## config.mk

```make
export PLATFORM = sky130hd
export DESIGN_NAME = wt2_cache
export DESIGN_NICKNAME = d
export VERILOG_FILES = /design/src/rtl/wt2_cache.sv
export SDC_FILE = /design/constraint.sdc
export NUM_CORES = 1
export LEC_CHECK = 0
export BUFFER_PORTS_ARGS = -buffer_cell sky130_fd_sc_hd__buf_2
export CAP_MARGIN = 15
export CORE_MARGIN = 2
export CORE_UTILIZATION = 38
export CTS_CLUSTER_DIAMETER = 100
export DETAILED_ROUTE_END_ITERATION = 6
export PLACE_DENSITY = 0.51
export SLEW_MARGIN = 0
export SYNTH_ARGS = -nofsm -noshare
export SYNTH_HDL_FRONTEND = slang
export SYNTH_SLANG_ARGS = --single-unit
```

## constraint.sdc

```tcl
create_clock -name clk -period 7.24 [get_ports clk]
set_input_delay 0.724 -clock clk [delete_from_list [all_inputs] [get_ports clk]]
set_output_delay 0.724 -clock clk [all_outputs]
set_load 0.01 [all_outputs]
```

## src/rtl/wt2_cache.sv

```systemverilog
module wt2_cache #(
  parameter int AW        = 16,
  parameter int DW        = 32,
  parameter int CAP_BYTES = 64,
  parameter int HIT_LAT   = 1
) (
  input  logic          clk,
  input  logic          rst_n,
  input  logic          req_valid,
  output logic          req_ready,
  input  logic [AW-1:0] req_addr,
  input  logic          req_we,
  input  logic [DW-1:0] req_wdata,
  output logic          rsp_valid,
  output logic [DW-1:0] rsp_rdata,
  output logic          mem_req_valid,
  output logic          mem_req_we,
  output logic [AW-1:0] mem_req_addr,
  output logic [DW-1:0] mem_req_wdata,
  input  logic          mem_rsp_valid,
  input  logic [DW-1:0] mem_rsp_rdata
);
  localparam int SETS = CAP_BYTES / 8;
  localparam int IW   = $clog2(SETS);
  localparam int TW   = AW - IW;
  localparam int CW   = $clog2(HIT_LAT + 1);

  typedef enum logic [2:0] {S_IDLE, S_HIT, S_MISS, S_STORE, S_RESP} st_t;
  st_t state;

  logic [TW-1:0] tag0 [SETS];
  logic [TW-1:0] tag1 [SETS];
  logic [DW-1:0] dat0 [SETS];
  logic [DW-1:0] dat1 [SETS];
  logic [SETS-1:0] v0, v1, lru;

  logic [CW-1:0] cnt;
  logic [AW-1:0] addr_q;
  logic [DW-1:0] data_q;

  wire [IW-1:0] idx  = req_addr[IW-1:0];
  wire [TW-1:0] rtag = req_addr[AW-1:IW];
  wire m0   = v0[idx] && (tag0[idx] == rtag);
  wire m1   = v1[idx] && (tag1[idx] == rtag);
  wire hit  = m0 || m1;
  wire hway = !m0;
  wire acc  = req_valid && req_ready;

  wire [IW-1:0] fidx = addr_q[IW-1:0];
  wire fill = (state == S_MISS) && mem_rsp_valid;
  wire st   = acc && req_we;

  logic          wr_en, wr_way;
  logic [IW-1:0] wr_idx;
  logic [TW-1:0] wr_tag;
  logic [DW-1:0] wr_data;

  always_comb begin
    wr_en   = st || fill;
    wr_idx  = fill ? fidx : idx;
    wr_way  = fill ? lru[fidx] : (hit ? hway : lru[idx]);
    wr_tag  = fill ? addr_q[AW-1:IW] : rtag;
    wr_data = fill ? mem_rsp_rdata : req_wdata;
  end

  wire          rd_hit  = acc && !req_we && hit;
  wire [IW-1:0] lru_idx = wr_en ? wr_idx : idx;
  wire          lru_new = wr_en ? !wr_way : !hway;

  always_ff @(posedge clk) begin
    if (!rst_n) begin
      v0  <= '0;
      v1  <= '0;
      lru <= '0;
    end else begin
      if (wr_en && !wr_way) v0[wr_idx] <= 1'b1;
      if (wr_en &&  wr_way) v1[wr_idx] <= 1'b1;
      if (wr_en || rd_hit)  lru[lru_idx] <= lru_new;
    end
  end

  always_ff @(posedge clk) begin
    if (wr_en && !wr_way) begin
      tag0[wr_idx] <= wr_tag;
      dat0[wr_idx] <= wr_data;
    end
    if (wr_en && wr_way) begin
      tag1[wr_idx] <= wr_tag;
      dat1[wr_idx] <= wr_data;
    end
  end

  always_ff @(posedge clk) begin
    if (!rst_n) begin
      state  <= S_IDLE;
      cnt    <= '0;
      addr_q <= '0;
      data_q <= '0;
    end else begin
      case (state)
        S_IDLE: if (acc) begin
          if (req_we) begin
            data_q <= req_wdata;
            state  <= S_STORE;
          end else if (hit) begin
            data_q <= m0 ? dat0[idx] : dat1[idx];
            cnt    <= CW'(HIT_LAT - 1);
            state  <= S_HIT;
          end else begin
            addr_q <= req_addr;
            state  <= S_MISS;
          end
        end
        S_HIT:   if (cnt == '0) state <= S_IDLE; else cnt <= cnt - 1'b1;
        S_MISS:  if (mem_rsp_valid) begin
          data_q <= mem_rsp_rdata;
          state  <= S_RESP;
        end
        S_STORE: if (mem_rsp_valid) state <= S_RESP;
        default: state <= S_IDLE;
      endcase
    end
  end

  assign req_ready     = (state == S_IDLE);
  assign rsp_valid     = (state == S_RESP) || (state == S_HIT && cnt == '0);
  assign rsp_rdata     = data_q;
  assign mem_req_valid = acc && (req_we || !hit);
  assign mem_req_we    = req_we;
  assign mem_req_addr  = req_addr;
  assign mem_req_wdata = req_wdata;

  a_r10_single_match: assert property (@(posedge clk) disable iff (!rst_n)
    req_valid |-> !(m0 && m1));
  a_r5_hit_way0: assert property (@(posedge clk) disable iff (!rst_n)
    (acc && !req_we && m0) |=> lru[$past(idx)]);
  a_r5_hit_way1: assert property (@(posedge clk) disable iff (!rst_n)
    (acc && !req_we && !m0 && m1) |=> !lru[$past(idx)]);
  a_r9_miss_blocks: assert property (@(posedge clk) disable iff (!rst_n)
    (acc && !req_we && !hit) |=> (!req_ready && !rsp_valid));
  a_r9_ready_back: assert property (@(posedge clk) disable iff (!rst_n)
    rsp_valid |=> req_ready);
  a_r4_fill_answer: assert property (@(posedge clk) disable iff (!rst_n)
    fill |=> (rsp_valid && rsp_rdata == $past(mem_rsp_rdata)));
endmodule

```

Yosys cells after proc, flatten, opt, wreduce, memory -nomap -nowiden
Memory sizes are Yosys's and may differ from the RTL's.
Index checks and enable logic that the tools add are counted.
{ "word_totals": {"memories": 4, "ff_bits": 76, "wordCells": 107, "ram_bits": 720} }
{ "op_classes": {"n_addsub": 1, "eq_ne": 13, "mux": 41, "reduce_logical": 30, "n_lt_le_gt_ge": 6, "bitwise": 5} }
{ "mem_list": {"columns": ["memory", "words", "width", "read_ports", "rd_ports_with_merged_regs", "wr", "line_no", "text"], "rows": [
  ["dat0", 8, 32, 1, 0, 1, "33", "logic [DW-1:0] dat0 [SETS];"],
  ["dat1", 8, 32, 1, 0, 1, "34", "logic [DW-1:0] dat1 [SETS];"],
  ["tag0", 8, 13, 1, 0, 1, "31", "logic [TW-1:0] tag0 [SETS];"],
  ["tag1", 8, 13, 1, 0, 1, "32", "logic [TW-1:0] tag1 [SETS];"]
]} }
{ "ops": {"columns": ["operator", "n"], "rows": [
  ["32-bit two-way mux", 6],
  ["32-bit case mux with 2 select lines", 1],
  ["13-bit == test", 2],
  ["1-bit two-way mux", 17],
  ["3-bit by 4-bit < comparator with 1-bit output (second input constant)", 4],
  ["8-bit bitwise OR", 2],
  ["3-bit two-way mux", 5],
  ["1-bit logical AND", 13],
  ["13-bit two-way mux", 1],
  ["1-bit binary-select mux with 3-bit select", 4],
  ["4-bit AND reduction", 3],
  ["3-bit case mux with 3 select lines", 1],
  ["8-bit bitwise mux", 1],
  ["1-bit demux with 3-bit select", 2],
  ["3-bit by 2-bit == test with 1-bit output (second input constant)", 2],
  ["3-bit by 1-bit greater-or-equal comparator with 1-bit output (second input constant)", 2],
  ["2-bit by 1-bit inequality test with 1-bit output (second input constant)", 3],
  ["2-bit inequality test (second input constant)", 3],
  ["1-bit logical OR", 5],
  ["1-bit logical NOT", 4],
  ["2-bit two-way mux", 2],
  ["2-bit nonzero test", 2],
  ["3-bit by 1-bit == test with 1-bit output (second input constant)", 1],
  ["3-bit == test (second input constant)", 1],
  ["7 further kinds", 9]
]} }

Logic depth before layout (Yosys ltp)
Gate-level depths: netlist of run 1.
{ "depth": {"word_depth": 10, "ltp_mapped": 14} }

Least setup slack after synthesis of run 1
No wires, ideal clock.
{ "synth_path": {"path_kind": "input-to-reg", "start": "input port req_addr[0]", "end": "memory dat0[2][0] (enable)", "arrival_time_ns": 5.025, "path_buffers": 4, "cell_stages": 12, "path_slack_ns": 1.768, "t_required_ns": 6.792, "path_cell_list": "buf_4 buf_2 mux4_2 mux2i_1 xnor2_1 nor4_2 nand4b_2 buf_2 nand2_1 a32oi_2 buf_2 nor2_1"} }
{ "synth_between": {"elab_chain_len": 10, "word_cells_on_any_way": 21, "classes_between": "eq/ne: 2; mux: 11; reduce/logical: 6; memory: 2"} }
{ "synth_rtl": {"columns": ["element", "line_no", "text"], "rows": [
  ["start, declared", "11", "input logic [AW-1:0] req_addr,"],
  ["memory 8 x 13 bit (tied with other cells)", null, null],
  ["13-bit == test (tied with other cells)", "43", "wire m0 = v0[idx] && (tag0[idx] == rtag);"],
  ["1-bit logical AND, on equally long branches", "43, 44", null],
  ["1-bit logical NOT / 1-bit logical OR (equally long branches)", "46, 45", null],
  ["1-bit two-way mux (2 in series)", "61", "wr_way = fill ? lru[fidx] : (hit ? hway : lru[idx]);"],
  ["1-bit logical NOT", "83", "if (wr_en && !wr_way) begin"],
  ["1-bit logical AND", "83", null],
  ["1-bit two-way mux", "83", null],
  ["1-bit two-way mux (not written as such)", "85", "dat0[wr_idx] <= wr_data;"],
  ["end, declared", "33", null]
]} }
Several ways; a longest one is shown, not always the timed one. The select of a mux whose other input is x is not followed.

Worst setup path after layout of run 1
{ "layout_path": {"start": "input port req_addr[0]", "end": "output port mem_req_valid"} }
{ "layout_between": {"elab_chain_len": 7, "word_cells_on_any_way": 14, "classes_between": "eq/ne: 2; mux: 4; reduce/logical: 6; memory: 2"} }
{ "layout_rtl": {"columns": ["element", "line_no", "text"], "rows": [
  ["memory 8 x 13 bit (tied with other cells)", null, null],
  ["13-bit == test (tied with other cells)", "43", null],
  ["1-bit logical AND, on equally long branches", "43, 44", null],
  ["1-bit logical OR (*)", "45", "wire hit = m0 || m1;"],
  ["1-bit logical NOT (*)", "128", "assign mem_req_valid = acc && (req_we || !hit);"],
  ["1-bit logical OR (*)", "128", null],
  ["1-bit logical AND (*)", "128", null],
  ["end, declared", "16", "output logic mem_req_valid,"]
]} }
Every way passes the cells marked *; elsewhere a longest branch is shown, timed or not. The select of a mux whose other input is x is not followed.

==> flow_metrics.py, run 1 <==
metrics = {
    "outcome": {
        "status": "finished, final reports clean",
    },
    "routing": {
        "wl_um": 85700,
        "antenna_left": 0,
        "vias_per_cell": 5.54,
        "dr.pass1.iters": 5,
        "vias": 17500,
        "post-route-drc-count": 0,
        "wire_per_inst_um": 27.1,
        "drt_iter0_drc": 1539,
    },
    "clock_tree": {
        "clk_pin_slew_ps": 60,
        "clock_path_buffers": 3,
        "numCtsBuffers": 84,
        "cts_tree": "built",
        "cts_hold_buf": 0,
        "clkSinkCount": 795,
        "post_cts_buffers": 0,
        "htree_levels": 3,
        "cts-root-buf": "clkbuf_16",
        "clk_latency_ps": 640,
        "cts-resized-gates": 0,
    },
    "synthesis": {
        "yosys.area.top_type": "edfxtp_1",
        "ys_ff_latch": 795,
        "synth_edf_count": 720,
        "synth_top_area_share_pct": 66.4,
        "synthArstFlopShare_pct": 0,
        "syn_area_per_cell_um2": 17.9,
        "synthTopCellsByArea": "edfxtp_1 (66%), mux4_2 (11%), dfxtp_1 (4.6%)",
        "seq_area_frac_synth_pct": 71.0,
        "yosys_warnings": 0,
        "synth.distinct_cells": 61,
        "synth_area_um2": 32600,
        "postSynthCellCount": 1825,
        "synth_ff_type": "edfxtp_1",
        "syn_nets": 1910,
    },
    "die": {
        "io_pins": 169,
        "die_w_um": 297,
        "die-area_um2": 88100,
        "coreArea_um2": 85000,
        "die_h_um": 297,
        "fp-row-count": 107,
        "start_util_pct": 38.3,
    },
    "global_routing": {
        "antenna_found_initial": 2,
        "grt-ovfl-total": 0,
        "grt_max_degree": 94,
        "grt_pass1_wl_um": 127000,
        "grt_use_total_pct": 19.4,
        "grt_pass1_vias": 18200,
    },
    "cells_and_area": {
        "fill_cells": 7434,
        "multi_input_area_um2": 8670,
        "final_cell_mix": "edfxtp_1 (720), nand2_1 (192), buf_2 (165)",
        "final_common_cell": "edfxtp_1",
        "area_delta_synth_final_pct": 14.6,
        "antennaDiodeCount": 0,
        "drive_gt1_share_pct": 28.6,
        "regArea_um2": 23100,
        "nNetsFinal": 2040,
    },
    "timing": {
        "finalSetupViolCount": 0,
        "fin_crit_sh_pct": 73.9,
        "finalHoldViolations": 0,
        "slew_headroom_pct": 25.2,
        "skew_ps": 29.1,
        "slew_violations": 0,
        "setup_tns_ps": 0,
        "rsz0062_at_grt": "false",
        "fin_crit_ps": 5350,
        "worstMarginPinSlew_ps": 1120,
        "fmax_mhz": 187,
    },
    "min_path": {
        "hp-start": "v0[1]",
        "min_path_type": "flip-flop to flip-flop",
    },
    "pwr": {
        "peakVddDrop_mv": 0.141,
        "cellPowerDensity_nw_per_um2": 272,
        "power.total_w": 0.0101,
        "power.leakage_nw": 12.5,
    },
    "placed_design": {
        "dpl.hpwl_um": 51000,
        "routabilityCongestion": 0.798,
        "numPortBuffers": 168,
    },
    "setup_path": {
        "r2r-start": "state[1]",
        "r2r_slack_ps": 2720,
        "cp-start-kind": "input pin",
        "critPathKind": "input pin to output port",
        "arrival_ps": 4620,
        "critPathCaptureType": "output port",
        "startpoint": "req_addr[0]",
        "cp.required_ps": 6520,
        "crit_fanout": 57,
    },
    "job": {
        "drv_cap": 0,
    },
}
## layer usage
| layer | global-route usage, % | share of wire, % | wire length, um |
|---|---|---|---|
| met1 | 27.0 | 44 | 37500 |
| met4 | 4.97 | 1.7 | 1430 |
| met2 | 32.2 | 50 | 42500 |
| met5 | 0 | 0.013 | 11 |
| met3 | 2.54 | 5.0 | 4250 |
## cells in the mapped netlist (8+ instances only)
master,number
nand4_1,35
a22oi_1,13
mux2i_1,103
o2bb2ai_1,32
o221ai_1,32
xnor2_1,14
nor2_1,21
o21a_1,10
mux4_2,164
mux2_2,38
nand2_1,192
clkbuf_1,76
nor2b_1,28
xor2_1,9
buf_4,66
buf_2,21
dfxtp_1,75
o21ai_1,11
o2111ai_1,32
o21ai_0,8
and2_1,34
edfxtp_1,720
a32o_1,8
## cells by family (layout without fill, tap and decap cells)
group | after synthesis | count (layout) | synth area share, %
multiplexers | 307 | 307 | 15.9
XOR/XNOR | 23 | 23 | 0.618
AND/OR/NAND/NOR | 346 | 346 | 5.13
AO/OA/AOI/OAI | 178 | 178 | 4.47
flip-flops | 795 | 795 | 71.0
buffers and inverters | 176 | 374 | 2.92
## stage by stage
step	worst slack (ps)	std cells	instance area [um2]	util (%)	hold WS [ps]
after floorplan	1770	1825	32600	-	420
after global placement	1410	3013	34500	40.6	435
after detailed placement	1390	3013	34500	40.6	441
after CTS	1830	3167	37300	43.9	418
after global routing	1630	3167	37300	43.9	441
final	1890	3167	37300	43.9	449
## worst max-delay path: stages
cell and delay (ps):
buf_8 430, buf_4 530, and2_1 460, a22oi_1 130, nand2_1 130, xnor2_1 70, nor4_1 660, nand4b_4 180
buf_4 350, and2_0 340, o21ai_0 310, inv_1 70, buf_2 150
## power breakdown
part	leakage, nW	switching, W	internal (W)
registers	7.11	0.0000270	0.00511
clock network	1.36	0.00177	0.00255
logic	4.05	0.000457	0.000226
## registers in the layout, indices dropped and copies added, names as in the netlist, 16 cells and up
signal	count
tag0	104
addr_q	16
rsp_rdata	32
tag1	104
dat0	256
dat1	256
## cell type report
class                           count  share of cell area (%)
Sequential cell                   795                    61.9
Inverter                            5                  0.0503
Timing Repair Buffer              215                    3.49
Clock buffer                      117                    6.48
Clock inverter                     37                   0.972
Tap cell                         1144                    3.83
Multi-Input combinational cell    854                    23.2
## path summary, 6_finish.rpt
| kind | end | cells past startpoint |
|---|---|---|
| worst max register to register | dat0[1][15] | 6 |
| worst min-delay path | v0[1] | 2 |
| worst max-delay path | mem_req_valid | 13 |
| worst min register to register | v0[1] | 2 |
Note: power is estimated with default switching activity, not from simulation.
==> run 2, diff against run 1 <==
--- a/config.mk
+++ b/config.mk
@@ -11,7 +11,7 @@
 export CORE_UTILIZATION = 38
 export CTS_CLUSTER_DIAMETER = 100
 export DETAILED_ROUTE_END_ITERATION = 6
-export PLACE_DENSITY = 0.51
+export PLACE_DENSITY = 0.53
 export SLEW_MARGIN = 0
 export SYNTH_ARGS = -nofsm -noshare
 export SYNTH_HDL_FRONTEND = slang
==> constraint.sdc (replaced) <==
create_clock -name clk -period 4.6 [get_ports clk]
set_input_delay 0.46 -clock clk [delete_from_list [all_inputs] [get_ports clk]]
set_output_delay 0.46 -clock clk [all_outputs]
set_load 0.01 [all_outputs]
==> run 2 against run 1 <==
Against the previous run: first-iteration DRC count rose by 14%; register-to-register slack worse by 1800 ps; sequential cell count stayed put; setup slack worse by 1400 ps.
==> flow_metrics.py, run 2 (same netlist as run 1, synthesis figures left out) <==
metrics = {
    "clock_tree": {
        "cts_tree": "built",
        "cts_hold_buf": 0,
        "cts-root-buf": "clkbuf_16",
        "clk_pin_slew_ps": 60,
        "clk_latency_ps": 650,
        "post_cts_buffers": 0,
        "clkSinkCount": 795,
        "cts-resized-gates": 0,
        "clock_path_buffers": 3,
        "htree_levels": 3,
        "numCtsBuffers": 85,
    },
    "timing": {
        "fmax_mhz": 242,
        "rsz0062_at_grt": "false",
        "fin_crit_sh_pct": 90.0,
        "worstMarginPinSlew_ps": 1180,
        "slew_headroom_pct": 21.5,
        "skew_ps": 45.2,
        "fin_ws_ps": 462,
        "hold_slack_ps": 170,
        "slew_violations": 0,
        "fin_crit_ps": 4140,
        "finalSetupViolCount": 0,
        "finalHoldViolations": 0,
    },
    "die": {
        "fp-row-count": 107,
        "io_pins": 169,
        "start_util_pct": 38.3,
        "coreArea_um2": 85000,
        "die_h_um": 297,
        "die-area_um2": 88100,
        "die_w_um": 297,
    },
    "min_path": {
        "min_path_type": "input pin to flip-flop",
    },
    "global_routing": {
        "grt_pass1_vias": 18100,
        "grt_use_total_pct": 19.6,
        "grt-ovfl-total": 0,
        "grt_pass1_wl_um": 126000,
        "antenna_found_initial": 0,
        "grt_max_degree": 93,
    },
    "cells_and_area": {
        "area_delta_synth_final_pct": 16.3,
        "final_common_cell": "edfxtp_1",
        "antennaDiodeCount": 0,
        "final_cell_mix": "edfxtp_1 (720), nand2_1 (191), buf_2 (165)",
        "nNetsFinal": 2076,
        "drive_gt1_share_pct": 30.0,
        "reg_top3": "dat0: 256 flops, dat1: 256 flops",
        "final_cell_area_um2": 37900,
        "fill_cells": 7380,
    },
    "placed_design": {
        "pre_cts_slack_ps": 328,
        "placed_cell_area_um2": 35100,
        "numPortBuffers": 168,
        "routabilityCongestion": 0.783,
        "dpl.hpwl_um": 50100,
    },
    "outcome": {
        "status": "finished, final reports clean",
    },
    "pwr": {
        "cell_internal_pwr_w": 0.0124,
        "peakVddDrop_mv": 0.302,
        "power_frac_seq_pct": 50.5,
        "swShare_pct": 22.6,
        "power.leakage_nw": 12.8,
        "p_clk_share_pct": 42.5,
        "cellPowerDensity_nw_per_um2": 422,
        "power_frac_comb_pct": 6.9,
        "switchingPower_w": 0.00361,
    },
    "routing": {
        "dr.pass1.iters": 7,
        "vias_per_cell": 5.54,
        "post-route-drc-count": 0,
        "wl_um": 86900,
        "wire_per_inst_um": 27.1,
        "drt_iter0_drc": 1762,
        "antenna_left": 0,
        "vias": 17800,
    },
    "setup_path": {
        "arrival_ps": 3680,
        "cp-start-kind": "input pin",
        "crit_family": "simple AND/OR/NAND/NOR gates",
        "crit_fanout": 63,
        "critPathKind": "input pin to output port",
        "slowest_stage": "nor4_1",
        "cp.required_ps": 4140,
        "critPathCaptureType": "output port",
        "path_cells": "buf_8 -> buf_12 -> mux2_2 -> o22ai_1 -> a221oi_1 -> xor2_1 -> nor4_1 -> nand4b_4 -> and2_0 -> o21ai_0 -> inv_1 -> buf_2",
        "crit_buf_inv": 4,
        "max_stage_delay_ps": 550,
    },
    "job": {
        "drv_cap": 0,
    },
}
run 2: cell types whose count changed in the layout (fill, tap and decap cells not counted), sizes merged:
| cell | before | now |
|---|---|---|
| clkinv | 26 | 37 |
| clkbuf | 117 | 108 |
| bufinv | 6 | 7 |
| buf | 215 | 250 |
| inv | 8 | 6 |
| clkinvlp | 2 | 6 |
run 2: cell type report:
type	count	area, um2	share of cell area (%)
Timing Repair Buffer	250	1850	4.89
Tap cell	1144	1430	3.78
Multi-Input combinational cell	854	8670	22.9
Clock buffer	108	2300	6.06
Inverter	5	18.8	0.0495
Clock inverter	51	495	1.31
Sequential cell	795	23100	61.0
run 2: metal layers:
layer | up-vias | GRT usage [%] | share of wire [%]
li1 | 7653 | - | -
met1 | 9402 | 27.3 | 43
met2 | 604 | 31.3 | 48
met3 | 112 | 3.74 | 6.7
met4 | 0 | 5.80 | 2.2
met5 | - | 0.216 | 0
run 2: power groups by stage:
stage	combinational (W)	sequential (W)	clock (W)
finish	0.00111	0.00808	0.00680
global route	0.00119	0.00808	0.00722
CTS	0.00112	0.00808	0.00694
detailed placement	0.00111	0.00823	0
global placement	0.00110	0.00823	0
floorplan	0.000672	0.00822	0
run 2: worst paths after layout:
path                            slack [ps]     startpoint             to  cells past startpoint
worst max-delay path                   460    req_addr[1]  mem_req_valid                     12
worst min-delay path                   170  mem_rsp_valid       state[2]                      2
worst max register to register         910     tag1[3][5]    dat1[6][23]                      9
worst min register to register         450          v0[2]          v0[2]                      2
run 2: through the flow:
step           setup TNS (ps)  total power [W]  instances  utilization, %
2_1_floorplan         -178040          0.00890       1825               -
3_3_place_gp                0          0.00932       3047            41.3
3_5_place_dp                0          0.00935       3047            41.3
4_1_cts                     0           0.0161       3206            44.6
5_1_grt                     0           0.0165       3207            44.6
6_report                    0           0.0160       3207            44.6
